File: config.mk
export PLATFORM = sky130hd
export DESIGN_NAME = drpc_ring_pos
export DESIGN_NICKNAME = d
export VERILOG_FILES = /design/src/rtl/drpc_pkg.sv /design/src/rtl/drpc_access_gate.sv /design/src/rtl/drpc_len_reg.sv /design/src/rtl/drpc_pos_ctr.sv /design/src/rtl/drpc_ring_pos.sv
export SDC_FILE = /design/constraint.sdc
export NUM_CORES = 1
export LEC_CHECK = 0
export BUFFER_PORTS_ARGS = -buffer_cell sky130_fd_sc_hd__buf_2
export CAP_MARGIN = 10
export CELL_PAD_IN_SITES_DETAIL_PLACEMENT = 1
export CELL_PAD_IN_SITES_GLOBAL_PLACEMENT = 1
export CORE_MARGIN = 5
export CORE_UTILIZATION = 40
export DETAILED_ROUTE_END_ITERATION = 6
export PLACE_DENSITY_LB_ADDON = 0.1
export SYNTH_ARGS = -nofsm -noshare
export SYNTH_HDL_FRONTEND = slang
export SYNTH_SLANG_ARGS = --single-unit
File: constraint.sdc
create_clock -name clk -period 2.6 [get_ports clk]
set_input_delay 0.13 -clock clk [delete_from_list [all_inputs] [get_ports clk]]
set_output_delay 0.13 -clock clk [all_outputs]
set_load 0.05 [all_outputs]
File: src/rtl/drpc_pkg.sv
`timescale 1ns/1ps
package drpc_pkg;
  localparam int unsigned DRPC_WIDTH  = 16;
  localparam int unsigned DRPC_CODE_W = 3;

  typedef enum logic {
    SEL_POS = 1'b0,
    SEL_LEN = 1'b1
  } drpc_sel_e;
endpackage

File: src/rtl/drpc_access_gate.sv
`timescale 1ns/1ps
module drpc_access_gate
  import drpc_pkg::*;
(
  input  logic      stop_i,
  input  logic      suspend_i,
  input  logic      init_i,
  input  logic      reg_wr_i,
  input  drpc_sel_e reg_sel_i,
  output logic      wr_pos_o,
  output logic      wr_len_o
);
  logic access_open;

  // Writes reach the registers only while halted; init owns the cycle.
  assign access_open = (stop_i | suspend_i) & ~init_i;
  assign wr_pos_o    = access_open & reg_wr_i & (reg_sel_i == SEL_POS);
  assign wr_len_o    = access_open & reg_wr_i & (reg_sel_i == SEL_LEN);
endmodule

File: src/rtl/drpc_len_reg.sv
`timescale 1ns/1ps
module drpc_len_reg #(
  parameter int unsigned WIDTH  = 16,
  parameter int unsigned CODE_W = 3
) (
  input  logic              clk,
  input  logic              rst_n,
  input  logic              init_i,
  input  logic [CODE_W-1:0] code_i,
  input  logic              wr_i,
  input  logic [WIDTH-1:0]  wdata_i,
  output logic [WIDTH-1:0]  init_val_o,
  output logic [WIDTH-1:0]  len_o
);
  localparam logic [WIDTH-1:0] ONE_RING = '1;

  // Negated descriptor count for a ring of 2^code entries.
  function automatic logic [WIDTH-1:0] neg_ring_len(input logic [CODE_W-1:0] code);
    logic [WIDTH-1:0] count;
    count = WIDTH'(1) << code;
    return ~count + WIDTH'(1);
  endfunction

  logic [WIDTH-1:0] len_q;

  assign init_val_o = neg_ring_len(code_i);

  always_ff @(posedge clk or negedge rst_n) begin
    if (!rst_n)      len_q <= ONE_RING;
    else if (init_i) len_q <= init_val_o;
    else if (wr_i)   len_q <= wdata_i;
  end

  assign len_o = len_q;
endmodule

File: src/rtl/drpc_pos_ctr.sv
`timescale 1ns/1ps
module drpc_pos_ctr #(
  parameter int unsigned WIDTH = 16
) (
  input  logic             clk,
  input  logic             rst_n,
  input  logic             init_i,
  input  logic [WIDTH-1:0] init_val_i,
  input  logic             wr_i,
  input  logic [WIDTH-1:0] wdata_i,
  input  logic             adv_i,
  input  logic [WIDTH-1:0] len_i,
  output logic [WIDTH-1:0] pos_o,
  output logic             last_o,
  output logic             step_o,
  output logic             wrap_o
);
  localparam logic [WIDTH-1:0] LAST_POS = '1;

  // Successor of a position inside a ring whose first entry is len.
  function automatic logic [WIDTH-1:0] next_pos(input logic [WIDTH-1:0] pos,
                                                input logic [WIDTH-1:0] len);
    return (pos == LAST_POS) ? len : pos + WIDTH'(1);
  endfunction

  logic [WIDTH-1:0] pos_q;
  logic             adv_live;

  assign last_o   = (pos_q == LAST_POS);
  assign adv_live = adv_i & ~init_i & ~wr_i;
  assign step_o   = adv_live & ~last_o;
  assign wrap_o   = adv_live &  last_o;

  always_ff @(posedge clk or negedge rst_n) begin
    if (!rst_n)        pos_q <= LAST_POS;
    else if (init_i)   pos_q <= init_val_i;
    else if (wr_i)     pos_q <= wdata_i;
    else if (adv_live) pos_q <= next_pos(pos_q, len_i);
  end

  assign pos_o = pos_q;
endmodule

File: src/rtl/drpc_ring_pos.sv
`timescale 1ns/1ps
module drpc_ring_pos
  import drpc_pkg::*;
#(
  parameter int unsigned WIDTH  = DRPC_WIDTH,
  parameter int unsigned CODE_W = DRPC_CODE_W
) (
  input  logic              clk,
  input  logic              rst_n,
  input  logic              stop_i,
  input  logic              suspend_i,
  input  logic              init_i,
  input  logic [CODE_W-1:0] len_code_i,
  input  logic              reg_wr_i,
  input  logic              reg_sel_i,
  input  logic [WIDTH-1:0]  reg_wdata_i,
  output logic [WIDTH-1:0]  reg_rdata_o,
  input  logic              advance_i,
  output logic [WIDTH-1:0]  index_o,
  output logic              last_o
);
  // Zero-based index: distance of the position from the first descriptor.
  function automatic logic [WIDTH-1:0] zero_index(input logic [WIDTH-1:0] pos,
                                                  input logic [WIDTH-1:0] len);
    return pos - len;
  endfunction

  drpc_sel_e        sel;
  logic             wr_pos_ok;
  logic             wr_len_ok;
  logic             step_evt;
  logic             wrap_evt;
  logic [WIDTH-1:0] init_val;
  logic [WIDTH-1:0] len_q;
  logic [WIDTH-1:0] pos_q;

  assign sel = drpc_sel_e'(reg_sel_i);

  drpc_access_gate u_gate (
    .stop_i    (stop_i),
    .suspend_i (suspend_i),
    .init_i    (init_i),
    .reg_wr_i  (reg_wr_i),
    .reg_sel_i (sel),
    .wr_pos_o  (wr_pos_ok),
    .wr_len_o  (wr_len_ok)
  );

  drpc_len_reg #(.WIDTH(WIDTH), .CODE_W(CODE_W)) u_len (
    .clk        (clk),
    .rst_n      (rst_n),
    .init_i     (init_i),
    .code_i     (len_code_i),
    .wr_i       (wr_len_ok),
    .wdata_i    (reg_wdata_i),
    .init_val_o (init_val),
    .len_o      (len_q)
  );

  drpc_pos_ctr #(.WIDTH(WIDTH)) u_pos (
    .clk        (clk),
    .rst_n      (rst_n),
    .init_i     (init_i),
    .init_val_i (init_val),
    .wr_i       (wr_pos_ok),
    .wdata_i    (reg_wdata_i),
    .adv_i      (advance_i),
    .len_i      (len_q),
    .pos_o      (pos_q),
    .last_o     (last_o),
    .step_o     (step_evt),
    .wrap_o     (wrap_evt)
  );

  assign reg_rdata_o = (sel == SEL_LEN) ? len_q : pos_q;
  assign index_o     = zero_index(pos_q, len_q);
endmodule

# Yosys cells after proc, flatten, opt, wreduce, memory -nomap -nowiden
# Cells that the tools add are included.
[totals]
ff_bits = 32
input_bits = 27
[op_classes]
add_sub_neg = 3
eq_ne = 1
shifts = 1
muxes = 7
bitwise_logic = 11
reduce_logical = 2
[ops]
columns = ["operator", "n"]
rows = [
  ["$mux W16", 7],
  ["$add A16 B1 Y16 const B", 2],
  ["$eq A16 B16 Y1 const B", 1],
  ["$not A16 Y16", 1],
  ["$shl A1 B3 Y16 const A", 1],
  ["$sub A16 B16 Y16", 1],
  ["$and A1 B1 Y1", 6],
  ["$not A1 Y1", 3],
  ["$reduce_bool A3 Y1", 1],
  ["$reduce_bool A2 Y1", 1],
  ["$or A1 B1 Y1", 1],
]

# Logic depth before layout (Yosys ltp)
[depth]
word_depth = 9
depth_mapped = 10
ltp_nobuf = 9

# Cells and area by module
# Synthesis repeated with hierarchy kept, for this count alone.
[unflattened]
hier_cells = 430
hier_area_um2 = 3450.8
[by_module_without_submodules]
columns = ["mod", "instances", "cells_each", "area_per_inst_um2", "seq_area_each_um2"]
rows = [
  ["drpc_pos_ctr", 1, 190, 1485.2, 420.4],
  ["drpc_ring_pos", 1, 150, 1028.5, 0.0],
  ["drpc_len_reg", 1, 87, 912.1, 420.4],
  ["drpc_access_gate", 1, 3, 25.0, 0.0],
]

# Worst setup path after synthesis
# No wires, ideal clock.
[synth_timing]
path_kind = "reg2out"
startpoint = "register u_pos.pos_q[0], in the netlist u_pos.pos_o[0]"
endpoint = "output port index_o[14]"
arrival_ns = 2.836
required_ns = 2.470
path_slack_ns = -0.366
stages_incl_launch_ff = 10
n_path_buf = 0
path_cell_list = "dfstp_2 -> inv_1 -> ha_1 -> fa_1 -> nor2b_1 -> o21ai_0 -> o21ai_0 -> a31oi_1 -> o21ai_0 -> xor2_1"
[synth_via]
elab_chain_len = 1
[synth_rtl]
columns = ["element", "line_no", "source"]
rows = [
  ["from (decl)", "drpc_pos_ctr.sv:26", "logic [WIDTH-1:0] pos_q;"],
  ["from (signal assigned)", "drpc_pos_ctr.sv:36", "else if (init_i) pos_q <= init_val_i;"],
  ["from (signal assigned)", "drpc_pos_ctr.sv:37", "else if (wr_i) pos_q <= wdata_i;"],
  ["from (signal assigned)", "drpc_pos_ctr.sv:38", "else if (adv_live) pos_q <= next_pos(pos_q, len_i);"],
  ["$sub A16 B16 Y16", "drpc_ring_pos.sv:25", "return pos - len;"],
  ["to (decl)", "drpc_ring_pos.sv:19", "output logic [WIDTH-1:0] index_o,"],
]
# No other way between the ends.

# Worst setup path after layout
[layout_timing]
startpoint = "register u_pos.pos_q[1], in the netlist u_pos.pos_o[1]"
endpoint = "output port index_o[15]"
# Same word-level chain as after synthesis.

==> results.toml <==
[outcome]
status = "finished, violations left"
violations = "negative setup slack"

[setup_path]
crit_path_end_kind = "output pin"
setup.worst_path.end = "index_o[15]"
rrSetupSlack_ps = 180
cp_data_required_time_ps = 2470
critPathLaunch = "u_pos.pos_o[1]"
crit_arrival_ps = 2530
reg2reg_depth = 9
crit_fanout = 6
r2r-end = "u_pos.pos_o[0]"
path_class = "reg -> out"
startpoint_type = "flop"
reg2reg_from = "u_pos.pos_o[0]"

[die]
io_pins = 60
rows = 32
dieArea_um2 = 9500
dieWidth_um = 97.5
die_h_um = 97.5
start_util_pct = 40.2
coreArea_um2 = 7610

[placed_design]
placed_area_um2 = 3600
gp_congestion = 0.837
io_buffers = 59
post-place-ws_ps = -80.3
dp_hpwl_um = 8010

[clock_tree]
cts_hold_buf = 0
cts.clk_slew.worst_paths_ps = 70
clk_latency_ps = 290
h-tree-depth = 2
numCtsBuffers = 5
root_buffer = "clkbuf_8"
cts_tree = "done"
clk_path_buf_depth = 2
clkSinkCount = 32

[timing]
skew_ps = 2.05
grt_setup_unrepaired = "true"
fmax_ghz = 0.376
timing.final.crit_share_pct = 102
slew_violations = 0
worst_pin_slew_ps = 767
max_slew_margin_pct = 48.9
hold_viol = 0
min_period_ps = 2660
hold_ws_ps = 82.3
setup_viol = 2
fin_ws_ps = -59.9

[power]
intPower_mw = 1.40
leakagePower_nw = 1.74
peakVddDrop_mv = 0.266
power_mw = 2.74
p_comb_share_pct = 59.8
power.density_nw_per_um2 = 688
swShare_pct = 48.8
seqPwrFrac_pct = 24.7
power_frac_clock_pct = 15.4
p_sw_mw = 1.34

[cells_and_area]
design_area_um2 = 3990
diodes = 0
fill_cells = 942
area_growth_pct = 30.2
num-nets-final = 507
layout-drive-gt1-share_pct = 39.6

[synthesis]
yosysMostFrequentCell = "nand2_1"
ys_ff_latch = 32
synthTopCellsByArea = "dfstp_2, ha_1, nand2_1"
synthTopCellsByCount = "nand2_1, nor2_1, dfstp_2, o21ai_0, a21oi_1"
yosys.area.top_type_share_pct = 27.5
synthCells = 385
ys_seq_area_share_pct = 27.5
synth_area_leader_cell = "dfstp_2"
synth_nets = 431
synth.avg_cell_area_um2 = 7.95
ys_types = 52
ys.warnings.count = 0
synth_edf_count = 0
synthesis.area_um2 = 3060
ys.flop_type = "dfstp_2"
synthArstFlopShare_pct = 100

[grt]
antenna_found_initial = 0
first_global_vias = 3445
grt_usage_pct = 22.8
grt_pass1_wl_um = 17700
grt_overflow = 0
grt_max_degree = 33

[route]
drt_iter0_drc = 157
ant_nets = 0
via_count = 3215
wl_per_cell_um = 19.4
drc = 0
avgViaCountPerCell = 5.70
drt-pass1-iter-count = 4
wirelength_um = 10900

[hold_path]
hp-class = "in -> reg"

[job]
cap_violations = 0
==> cell type report <==
type	count	area [um^2]	area share [%]
sequential	32	841	21.1
multi-input combinational	309	2280	57.1
tap	102	128	3.20
clock buffer	6	82.6	2.07
timing repair buffer	89	558	14.0
inverter	24	90.1	2.26
clock inverter	2	10.0	0.251
==> sequential cells by signal, summed over array words and instances, names as in the netlist <==
name,count
u_len.len_o,16
u_pos.pos_o,16
==> layer usage <==
metal	wire length [um]	part of all wire, %	global-route usage [%]
met4	166	1.5	6.28
met3	496	4.5	3.66
met1	4950	45	29.7
met5	0	0	0
met2	5320	49	39.1
==> logic make-up after synthesis <==
group | synth area share, %
flip-flops | 27.5
multiplexers | 7.11
buffers and inverters | 5.68
XOR/XNOR | 7.72
adder cells (fa/ha/maj) | 8.01
AO/OA/AOI/OAI | 23.5
AND/OR/NAND/NOR | 20.6
==> cells in the final DEF (no fill, tap or decap), types with 2 or more instances in the layout <==
master / instances
xnor2_2: 2
a31oi_1: 5
xor2_1: 14
o21a_1: 3
nand3_1: 7
dfstp_2: 32
o211ai_1: 14
a21oi_2: 2
a211oi_1: 7
o21ai_1: 2
a21o_1: 6
buf_4: 35
o31ai_1: 2
a31o_2: 2
and3_1: 2
inv_2: 2
o21ai_0: 28
nor3_1: 7
mux2_2: 14
xnor2_1: 9
or2_2: 2
nor2b_4: 2
a21oi_1: 22
buf_2: 50
inv_1: 21
o22ai_1: 3
o21ai_2: 3
nor3b_1: 7
nand4_1: 5
nand2b_1: 4
or3_1: 3
ha_4: 9
mux2i_1: 6
buf_6: 4
and3_2: 2
ha_1: 9
nand2_1: 45
clkbuf_8: 6
clkinv_2: 2
nor2_1: 35
==> how the worst min path moves through the flow <==
| stage | start | endpoint | cells after the start | slack, ps |
|---|---|---|---|---|
| 2_1_floorplan | rst_n | u_len.len_o[0] | 0 | -20 |
| 3_3_place_gp | reg_wdata_i[2] | u_len.len_o[2] | 3 | 380 |
| 3_5_place_dp | reg_wdata_i[2] | u_len.len_o[2] | 3 | 390 |
| 4_1_cts | reg_wdata_i[2] | u_len.len_o[2] | 3 | 80 |
| 5_1_grt | reg_wdata_i[10] | u_len.len_o[10] | 3 | 90 |
| 6_report | reg_wdata_i[14] | u_len.len_o[14] | 3 | 80 |
==> metrics by stage <==
| stage | std cells | util (%) | TNS [ps] |
|---|---|---|---|
| after detailed placement | 546 | 47.3 | -120 |
| final | 564 | 52.4 | -112 |
| after global routing | 564 | 52.4 | -788 |
| after global placement | 546 | 47.3 | 0 |
| after floorplan | 385 | - | -146 |
| after CTS | 559 | 51.1 | -200 |
==> power groups by stage <==
stage	Sequential [mW]	Clock (mW)	Combinational (mW)
after floorplan	0.652	0	1.08
after global placement	0.669	0	1.41
after detailed placement	0.675	0	1.43
after CTS	0.674	0.429	1.56
after global routing	0.685	0.451	1.75
final	0.679	0.423	1.64
==> critical path, stage by stage, from the launching register on <==
cell	delay, ps
dfstp_2	610
ha_4	220
nor2b_4	120
o211ai_1	300
a31o_2	260
nand2_2	60
a221oi_2	270
xnor2_1	160
buf_4	220
==> repair_timing <==
item / 4_1_cts / 5_1_grt
pin swaps: 10 / 6
buffers inserted: 5 / 5
resized for setup: 31 / 18
setup endpoints to repair: 10 / 13
Note: power is estimated with default switching activity, not from simulation.
